==> src/rtl/bl_pwm_pkg.sv <==
// Package: widths, field positions and addresses shared by the PWM block.
// Assumes a 32-bit register bus with word addressing.
package bl_pwm_pkg;
    parameter int DIV_W  = 10;
    parameter int PER_W  = 12;
    parameter int HI_W   = 13;
    parameter int ADDR_W = 2;
    parameter int DATA_W = 32;

    localparam int EN_BIT     = 0;
    localparam int COMMIT_BIT = 0;
    localparam int DIV_LSB    = 16;
    localparam int PER_LSB    = 0;
    localparam int HI_LSB     = 16;

    localparam logic [ADDR_W-1:0] A_ENABLE = 2'd0;
    localparam logic [ADDR_W-1:0] A_DIV    = 2'd1;
    localparam logic [ADDR_W-1:0] A_SHAPE  = 2'd2;
    localparam logic [ADDR_W-1:0] A_COMMIT = 2'd3;

    typedef struct packed {
        logic [DIV_W-1:0] div;
        logic [PER_W-1:0] per;
        logic [HI_W-1:0]  hi;
    } pwm_cfg_t;
endpackage

==> src/rtl/bl_pwm_regs.sv <==
// Register file: enable, working (shadow) settings, commit bit and the active copy.
// Assumes: the shadow copy moves to the active copy after a commit 1->0 write,
// either at a period boundary or at once while disabled.
module bl_pwm_regs
    import bl_pwm_pkg::*;
(
    input  logic              clk,
    input  logic              rst_n,
    input  logic              wr_en,
    input  logic [ADDR_W-1:0] wr_addr,
    input  logic [DATA_W-1:0] wr_data,
    input  logic [ADDR_W-1:0] rd_addr,
    output logic [DATA_W-1:0] rd_data,
    input  logic              period_end,
    output logic              en_o,
    output pwm_cfg_t          act_o
);
    logic     en_q;
    logic     commit_q;
    logic     pending_q;
    pwm_cfg_t shd_q;
    pwm_cfg_t act_q;
    logic     commit_fall;
    logic     load;
    logic     unused_wr_bits;

    assign unused_wr_bits = ^wr_data;
    assign commit_fall = wr_en && (wr_addr == A_COMMIT) && !wr_data[COMMIT_BIT] && commit_q;
    assign load        = pending_q && (period_end || !en_q);

    // Enable and commit control bits.
    always_ff @(posedge clk) begin
        if (!rst_n) begin
            en_q     <= 1'b0;
            commit_q <= 1'b0;
        end else if (wr_en) begin
            if (wr_addr == A_ENABLE) en_q     <= wr_data[EN_BIT];
            if (wr_addr == A_COMMIT) commit_q <= wr_data[COMMIT_BIT];
        end
    end

    // Working copy of the settings, written by software.
    always_ff @(posedge clk) begin
        if (!rst_n) begin
            shd_q <= '0;
        end else if (wr_en) begin
            if (wr_addr == A_DIV) shd_q.div <= wr_data[DIV_LSB +: DIV_W];
            if (wr_addr == A_SHAPE) begin
                shd_q.per <= wr_data[PER_LSB +: PER_W];
                shd_q.hi  <= wr_data[HI_LSB +: HI_W];
            end
        end
    end

    // Pending flag: set by a commit release, cleared once the active copy is loaded.
    always_ff @(posedge clk) begin
        if (!rst_n)           pending_q <= 1'b0;
        else if (commit_fall) pending_q <= 1'b1;
        else if (load)        pending_q <= 1'b0;
    end

    // Active copy seen by the generator.
    always_ff @(posedge clk) begin
        if (!rst_n)    act_q <= '0;
        else if (load) act_q <= shd_q;
    end

    // Read-back mux; unlisted bits are zero.
    always_comb begin
        rd_data = '0;
        case (rd_addr)
            A_ENABLE: rd_data[EN_BIT] = en_q;
            A_DIV:    rd_data[DIV_LSB +: DIV_W] = shd_q.div;
            A_SHAPE: begin
                rd_data[PER_LSB +: PER_W] = shd_q.per;
                rd_data[HI_LSB +: HI_W]   = shd_q.hi;
            end
            default:  rd_data[COMMIT_BIT] = commit_q;
        endcase
    end

    assign en_o  = en_q;
    assign act_o = act_q;

    AST_ACT_AT_BOUNDARY: assert property (@(posedge clk) disable iff (!rst_n)
        !$stable(act_q) |-> $past(period_end || !en_q));
    AST_NO_LOAD_WITHOUT_COMMIT: assert property (@(posedge clk) disable iff (!rst_n)
        !$stable(act_q) |-> $past(pending_q));
endmodule

==> src/rtl/bl_pwm_timebase.sv <==
// Timebase: a prescaler counting 0..div and a period counter counting 0..per.
// Assumes the limits change only when both counters are zero (boundary or idle).
module bl_pwm_timebase
    import bl_pwm_pkg::*;
(
    input  logic             clk,
    input  logic             rst_n,
    input  logic             en,
    input  logic [DIV_W-1:0] div_lim,
    input  logic [PER_W-1:0] per_lim,
    output logic [PER_W-1:0] per_cnt,
    output logic             period_end
);
    logic [DIV_W-1:0] pre_q;
    logic [PER_W-1:0] per_q;
    logic             tick;

    assign tick       = (pre_q == div_lim);
    assign period_end = en && tick && (per_q == per_lim);

    // Prescaler and period counter; both held at zero while disabled.
    always_ff @(posedge clk) begin
        if (!rst_n || !en) begin
            pre_q <= '0;
            per_q <= '0;
        end else if (tick) begin
            pre_q <= '0;
            per_q <= (per_q == per_lim) ? '0 : per_q + 1'b1;
        end else begin
            pre_q <= pre_q + 1'b1;
        end
    end

    assign per_cnt = per_q;

    AST_PRE_IN_RANGE: assert property (@(posedge clk) disable iff (!rst_n)
        en |-> pre_q <= div_lim);
    AST_PER_IN_RANGE: assert property (@(posedge clk) disable iff (!rst_n)
        en |-> per_q <= per_lim);
    AST_IDLE_CLEARS: assert property (@(posedge clk) disable iff (!rst_n)
        !en |=> (pre_q == '0) && (per_q == '0));
endmodule

==> src/rtl/bl_pwm_compare.sv <==
// Output compare: high while enabled and the period count is below the high width.
// Assumes per_cnt never exceeds the active period limit.
module bl_pwm_compare
    import bl_pwm_pkg::*;
(
    input  logic             clk,
    input  logic             rst_n,
    input  logic             en,
    input  logic [PER_W-1:0] per_cnt,
    input  logic [HI_W-1:0]  hi,
    output logic             pwm
);
    localparam int CMP_W = (HI_W > PER_W) ? HI_W : PER_W;

    logic [CMP_W-1:0] cnt_ext;
    logic [CMP_W-1:0] hi_ext;

    // Widen both operands so a high width beyond the period compares correctly.
    always_comb begin
        cnt_ext = CMP_W'(per_cnt);
        hi_ext  = CMP_W'(hi);
        pwm     = en && (cnt_ext < hi_ext);
    end

    AST_OFF_LOW: assert property (@(posedge clk) disable iff (!rst_n)
        !en |-> !pwm);
    AST_ZERO_WIDTH_LOW: assert property (@(posedge clk) disable iff (!rst_n)
        (hi == '0) |-> !pwm);
endmodule

==> src/rtl/bl_pwm_top.sv <==
// Top: backlight PWM with double-buffered divider, period and high width.
// Assumes a single clock domain and synchronous active-low reset.
module bl_pwm_top
    import bl_pwm_pkg::*;
(
    input  logic              clk,
    input  logic              rst_n,
    input  logic              wr_en,
    input  logic [ADDR_W-1:0] wr_addr,
    input  logic [DATA_W-1:0] wr_data,
    input  logic [ADDR_W-1:0] rd_addr,
    output logic [DATA_W-1:0] rd_data,
    output logic              pwm_out
);
    logic             en;
    logic             period_end;
    logic [PER_W-1:0] per_cnt;
    pwm_cfg_t         act;

    bl_pwm_regs u_regs (
        .clk        (clk),
        .rst_n      (rst_n),
        .wr_en      (wr_en),
        .wr_addr    (wr_addr),
        .wr_data    (wr_data),
        .rd_addr    (rd_addr),
        .rd_data    (rd_data),
        .period_end (period_end),
        .en_o       (en),
        .act_o      (act)
    );

    bl_pwm_timebase u_tb (
        .clk        (clk),
        .rst_n      (rst_n),
        .en         (en),
        .div_lim    (act.div),
        .per_lim    (act.per),
        .per_cnt    (per_cnt),
        .period_end (period_end)
    );

    bl_pwm_compare u_cmp (
        .clk     (clk),
        .rst_n   (rst_n),
        .en      (en),
        .per_cnt (per_cnt),
        .hi      (act.hi),
        .pwm     (pwm_out)
    );

    AST_FULL_WIDTH_HIGH: assert property (@(posedge clk) disable iff (!rst_n)
        (en && ({1'b0, act.per} < act.hi)) |-> pwm_out);
    AST_START_HIGH: assert property (@(posedge clk) disable iff (!rst_n)
        ($rose(en) && (act.hi != '0)) |-> pwm_out);
endmodule

==> config.mk <==
export PLATFORM = sky130hd
export DESIGN_NAME = bl_pwm_top
export DESIGN_NICKNAME = d
export VERILOG_FILES = /design/src/rtl/bl_pwm_pkg.sv /design/src/rtl/bl_pwm_regs.sv /design/src/rtl/bl_pwm_timebase.sv /design/src/rtl/bl_pwm_compare.sv /design/src/rtl/bl_pwm_top.sv
export SDC_FILE = /design/constraint.sdc
export NUM_CORES = 1
export LEC_CHECK = 0
export BUFFER_PORTS_ARGS = -buffer_cell sky130_fd_sc_hd__buf_2
export CORE_MARGIN = 5
export CORE_UTILIZATION = 25
export CTS_CLUSTER_DIAMETER = 30
export DETAILED_ROUTE_END_ITERATION = 10
export MAX_ROUTING_LAYER = met4
export SLEW_MARGIN = 0
export SYNTH_ARGS = -nofsm -noshare
export SYNTH_HDL_FRONTEND = slang
export SYNTH_SLANG_ARGS = --single-unit
==> constraint.sdc <==
create_clock -name clk -period 1.8 [get_ports clk]
set_input_delay 0.36 -clock clk [delete_from_list [all_inputs] [get_ports clk]]
set_output_delay 0.36 -clock clk [all_outputs]
set_load 0.03 [all_outputs]
* Word-level counts from Yosys, hierarchy flattened
Index checks and enable logic that the tools add are counted.
** Storage, ports and cells
- Bits in registers :: 95
- Bits of input ports :: 39
- Output and inout port bits :: 33
- Logic and storage cells :: 48
** Operators by class
- Muxes and demuxes :: 7
- Add/sub/neg operators :: 2
- $lt $le $gt $ge :: 1
- Eq/ne operators :: 7
- Reduce and logical (&&, ||, !) cells :: 20
** Operator list (number)
- 10-bit one-hot mux with 2 select lines :: 1
- 12-bit by 13-bit < comparator with 1-bit output :: 1
- 12-bit by 1-bit adder with 12-bit output, second input constant :: 1
- 12-bit equality test :: 1
- 12-bit two-way mux :: 1
- 11-bit two-way mux :: 1
- 10-bit by 1-bit adder with 10-bit output, second input constant :: 1
- 10-bit equality test :: 1
- 2-bit AND reduction :: 4
- 1-bit logical AND :: 7
- 2-bit equality test, second input constant :: 3
- 2-bit by 1-bit equality test with 1-bit output, second input constant :: 2
- 2-bit zero test :: 2
- 1-bit zero test :: 3
- 3-bit two-way mux :: 1
- 1-bit one-hot mux with 3 select lines :: 1
- 1-bit logical OR :: 2
- 1-bit two-way mux :: 2
- 2-bit nonzero test :: 1
- 2-bit OR reduction :: 1

* Depth between registers and ports, before layout
- Depth after elaboration :: 7
- Gate-level depth with buffers :: 9
- Gate-level depth less buffers :: 8

* Cells and area by module
Synthesis repeated with hierarchy kept, for this count alone.
** Second synthesis, totals
- Cell total of the unflattened synthesis :: 543
- Area total of the unflattened synthesis :: 4737.0 um2
** Modules (own cells, without submodules)
- bl_pwm_regs :: cells each 366, instances 1, seq. area each 1461.4 um2, area each 3198.1 um2
- bl_pwm_timebase :: cells each 139, instances 1, seq. area each 440.4 um2, area each 1248.7 um2
- bl_pwm_compare :: cells each 38, instances 1, seq. area each 0.0 um2, area each 290.3 um2

* Least setup slack after synthesis
Ideal clock, no wire load.
- Kind :: in2out
- Start :: input rd_addr[0]
- End :: output rd_data[0]
- Required time :: 1.440 ns
- Stages on the path :: 6
- Buffers on the path :: 2
- Slack :: -0.378 ns
- Arrival :: 1.818 ns
- Cells stage by stage :: inv_1 > ha_1 > clkbuf_1 > clkbuf_1 > a22oi_1 > o21ai_0
** Between the ends
- Cells in the longest elaborated chain, start to end :: 2
- Elaborated cells between the ends (all ways) :: 4
- Those cells by class :: eq/ne (2); mux (1); reduce/logical (1)
** RTL lines
- start: declaration :: line bl_pwm_top.sv:11 : input logic [ADDR_W-1:0] rd_addr,
- 2-bit equality test (tied with other cells) :: line bl_pwm_regs.sv:71 : case (rd_addr)
- 1-bit one-hot mux with 3 select lines (*) :: line bl_pwm_regs.sv:71
- end: declaration :: line bl_pwm_top.sv:12 : output logic [DATA_W-1:0] rd_data,
Mark *: on every way between the ends. The rest lies on a longest branch, timed or not.

* Worst setup path in the final report
- Start :: register u_regs.act_q (netlist bit u_regs.act_o[1])
- End :: output pwm_out
** Between the ends
- Cells in the longest elaborated chain, start to end :: 2
** RTL lines
- start: declaration :: line bl_pwm_regs.sv:22 : pwm_cfg_t act_q;
- start signal: assignment :: line bl_pwm_regs.sv:65 : else if (load) act_q <= shd_q;
- 12-bit by 13-bit < comparator with 1-bit output :: line bl_pwm_compare.sv:22 : pwm = en && (cnt_ext < hi_ext);
- 1-bit logical AND :: line bl_pwm_compare.sv:22
- end: declaration :: line bl_pwm_top.sv:13 : output logic pwm_out
No other way between the ends.

==> results.md <==
- Synthesized cell area: between 4000 and 5000 um^2
- Placed insts: ~840
- CP max stage delay: between 0.4 and 0.5 ns
- Fraction of layout cells with a size suffix above 1: 0.318
- Max Cap Viol: 0
- Total CTS buffers: 9
- Unrepaired setup endpoints after global routing: yes
- Crit end category: output port
- Total Nets Final: slightly below 700
- Initial DRC count: between 150 and 200
- Clk_skew: about 0.0095 ns
- Clock transition at path regs: 0.07 ns
- CTS Buffer Depth: 2
- Sink Count: 95
- Library cells used by synthesis: 36
- #FFs+latches synth: 95
- Sequential Power Share: 0.491
- Gate power share: 0.065
- Critical path peak fanout: 2
- DR vias: 3901
- Status: complete, but fails checks
- Antenna violations before repair: 1
- Setup violators final: 1
- Top FF cell, synth: dfxtp_1
- Crit path max-delay cell type: or4_4
- Crit Path Class: flip-flop to output port
- Initial Util: 0.252
- Hold Path Class: primary input to flip-flop
- Relative slew slack: 0.620
- Setup WS post-layout: -0.541 ns
- First-pass GRT wire length: between 15 and 20 mm
- Cells after Synth: approximately 550
- Largest cells by area after synthesis: dfxtp_1 42%, nand2_1 9.7%, a21boi_0 5.8%
- Slew Viols, Final: 0
- Clock latency at the later pin of the worst-skew pair: 0.35 ns
- WL per Instance: approximately 14 um
- Routed Antenna Nets: 0
- # port buffers: 57
- Die Ht: between 100 and 150 um
- Via-to-Cell Ratio: 4.47
- Leakage power: roughly 2.3 nW
- Number of flops mapped to enable cells by yosys: 0
- Post-route DRC: 0
- Internal power: ~0.0034 W
- Achievable Freq: between 400 and 500 MHz
- GRT Total Usage: 0.115
- Cell Pwr Density: between 700 and 800 nW/um^2
- Largest net degree at the start of global routing: 60
- Number of global-route vias before repair: 3716
- Syn avg cell area: about 8.2 um^2
- Most frequent CP cell: a21o_1
- Failing checks: setup timing
- Total die area: ~21000 um^2
- Non-Filler Instances: a little under 900
- Top cell type's share of synthesized area: 0.423
- Fin crit share: 1.30
- Yosys warns: 0
- Ports: between 70 and 80
- TritonCTS clock tree: built
- WHS: 0.255 ns
- Post-cts hold buffer count: 0
- Async set or reset register ratio after synthesis: 0
- Die span in x: between 100 and 150 um
- Core Util, Final: 0.347
- Final Power: 0.00438 W
- Post-synth top area cell: dfxtp_1
- Post-DP HPWL: 8.04 mm
- Fin crit period: ~2.3 ns
- Clock power share: 0.444
- Worst Path Arrival: 1.98 ns
- Area growth syn-to-layout: 37.8%
- CP top delay family: compound AO/OA/AOI/OAI gates
- Startpoint Class: flip-flop
- Root Driver: clkbuf_16
- Worst slack at placement: -0.306 ns
- Routed Wire Length: 12.3 mm
- Pre-antenna DRT Iters: 4
- Switching portion of total power: 0.234
- Crit path cell chain: inv_2 > ha_4 > a21o_1 > a21o_1 > a211oi_2 > or4_4 > o311a_4 > buf_6
- Worst Path Required: 1.44 ns
- Seq/Total Area, Yosys: 0.423
- Core area: roughly 18000 um^2
- Crit path buffers/inverters: 2
- Row count: just under 50
- Gr ovfl total: 0
- GP Congestion: between 0.8 and 0.9
- Final hold vios: 0
- Maximum VDD drop: 0.404 mV
- Least-Margin Pin Slew: roughly 0.57 ns
- Switching power: between 0.001 and 0.0015 W
- CTS H-tree depth: 3
[cell usage after synthesis, types with 2 or more instances]
cell      count
nand2_1     116
dfxtp_1      95
nand3_1      45
a21boi_0     35
nor2_1       34
o21ai_1      34
clkbuf_1     22
xnor2_1      21
xor2_1       20
ha_1         17
inv_1        15
and2_1       14
nor2b_1      13
a22oi_1      11
buf_4        11
nand4_1      11
buf_2         7
and3_1        4
o21ai_0       4
mux2i_1       3
a21o_1        2
a21oi_1       2
or2_2         2
[layer usage]
layer / share of wire / track usage
met1: 0.48 / 0.155
met3: 0.034 / 0.0208
met5: 0 / -
met2: 0.47 / 0.171
met4: 0.023 / 0.0436
[power groups by stage]
stage | sequential, W | clock, W | combinational (W)
finish | 0.00215 | 0.00195 | 0.000285
global route | 0.00216 | 0.00207 | 0.000316
CTS | 0.00215 | 0.00199 | 0.000271
detailed placement | 0.00220 | 0 | 0.000270
global placement | 0.00220 | 0 | 0.000268
floorplan | 0.00219 | 0 | 0.000166
[worst min-delay path, stage by stage]
cell and delay, ns:
buf_2 0.10, nand2_1 0.04, a21boi_0 0.06
[cell usage in the layout (no fill, tap or decap), types with 5 or more instances in the layout]
cell type / Yosys / routed
xor2_1: 20 / 17
xnor2_2: 0 / 5
nand2_1: 116 / 113
clkbuf_16: 0 / 13
nor2b_1: 13 / 7
and2_1: 14 / 14
buf_6: 0 / 8
nand3_2: 0 / 18
buf_12: 0 / 9
inv_1: 15 / 13
dfxtp_2: 0 / 13
nand3_1: 45 / 24
ha_1: 17 / 13
o21ai_1: 34 / 33
a22oi_1: 11 / 8
nor2_1: 34 / 28
nand4_1: 11 / 11
dfxtp_1: 95 / 82
buf_2: 7 / 54
nor2b_2: 0 / 6
conb_1: 1 / 7
xnor2_1: 21 / 16
a21boi_0: 35 / 35
buf_4: 11 / 30
[logic make-up after synthesis]
family                   after synthesis  share of synthesized area
flip-flops                            95                      0.423
AO/OA/AOI/OAI                         92                      0.133
multiplexers                           3                    0.00668
XOR/XNOR                              41                     0.0799
AND/OR/NAND/NOR                      247                      0.252
adder cells (fa/ha/maj)               17                     0.0473
buffers and inverters                 55                     0.0571
other                                  1                   0.000834
[cell type report]
class                           instances  area (um^2)
Sequential cell                        95         1920
Clock buffer                           11          243
Inverter                               15         56.3
Tap cell                              229          287
Fill cell                            1802        11600
Clock inverter                          5         56.3
Antenna cell                            1         2.50
Timing Repair Buffer                  109          911
Multi-Input combinational cell        407         2720
[per-stage QoR]
step / cell area [um^2] / setup TNS, ns
2_1_floorplan: 4550 / -0.0148
3_3_place_gp: 5280 / -0.975
3_5_place_dp: 5280 / -1.05
4_1_cts: 5620 / -0.678
5_1_grt: 6190 / -1.35
6_report: 6190 / -0.541
[sequential cells by signal, summed over array words and instances, names as in the netlist]
register,cells
u_tb.per_cnt,12
u_regs.pending_q,1
u_regs.en_o,1
u_regs.commit_q,1
u_regs.act_o,35
u_regs.shd_q,35
u_tb.pre_q,10
[worst paths after layout]
| kind | startpoint | endpoint | slack (ns) | cells after the start |
|---|---|---|---|---|
| worst max register to register | u_tb.per_cnt[5]$_SDFFE_PP0N_ | u_regs.act_o[25]$_SDFFE_PN0P_ | 0.02 | 9 |
| worst min register to register | u_regs.act_o[7]$_SDFFE_PN0P_ | u_regs.act_o[7]$_SDFFE_PN0P_ | 0.45 | 2 |
| worst min-delay path | wr_data[27] | u_regs.shd_q[11]$_SDFFE_PN0P_ | 0.26 | 3 |
| worst max-delay path | u_regs.act_o[1]$_SDFFE_PN0P_ | pwm_out | -0.54 | 8 |
[repair_timing]
item                       in CTS  in global routing
buffers inserted                1                  9
resized for setup               9                 83
cloned                          0                  8
setup endpoints to repair      12                 57
pin swaps                       2                 17
No activity file was read; power rests on OpenSTA's default activity.
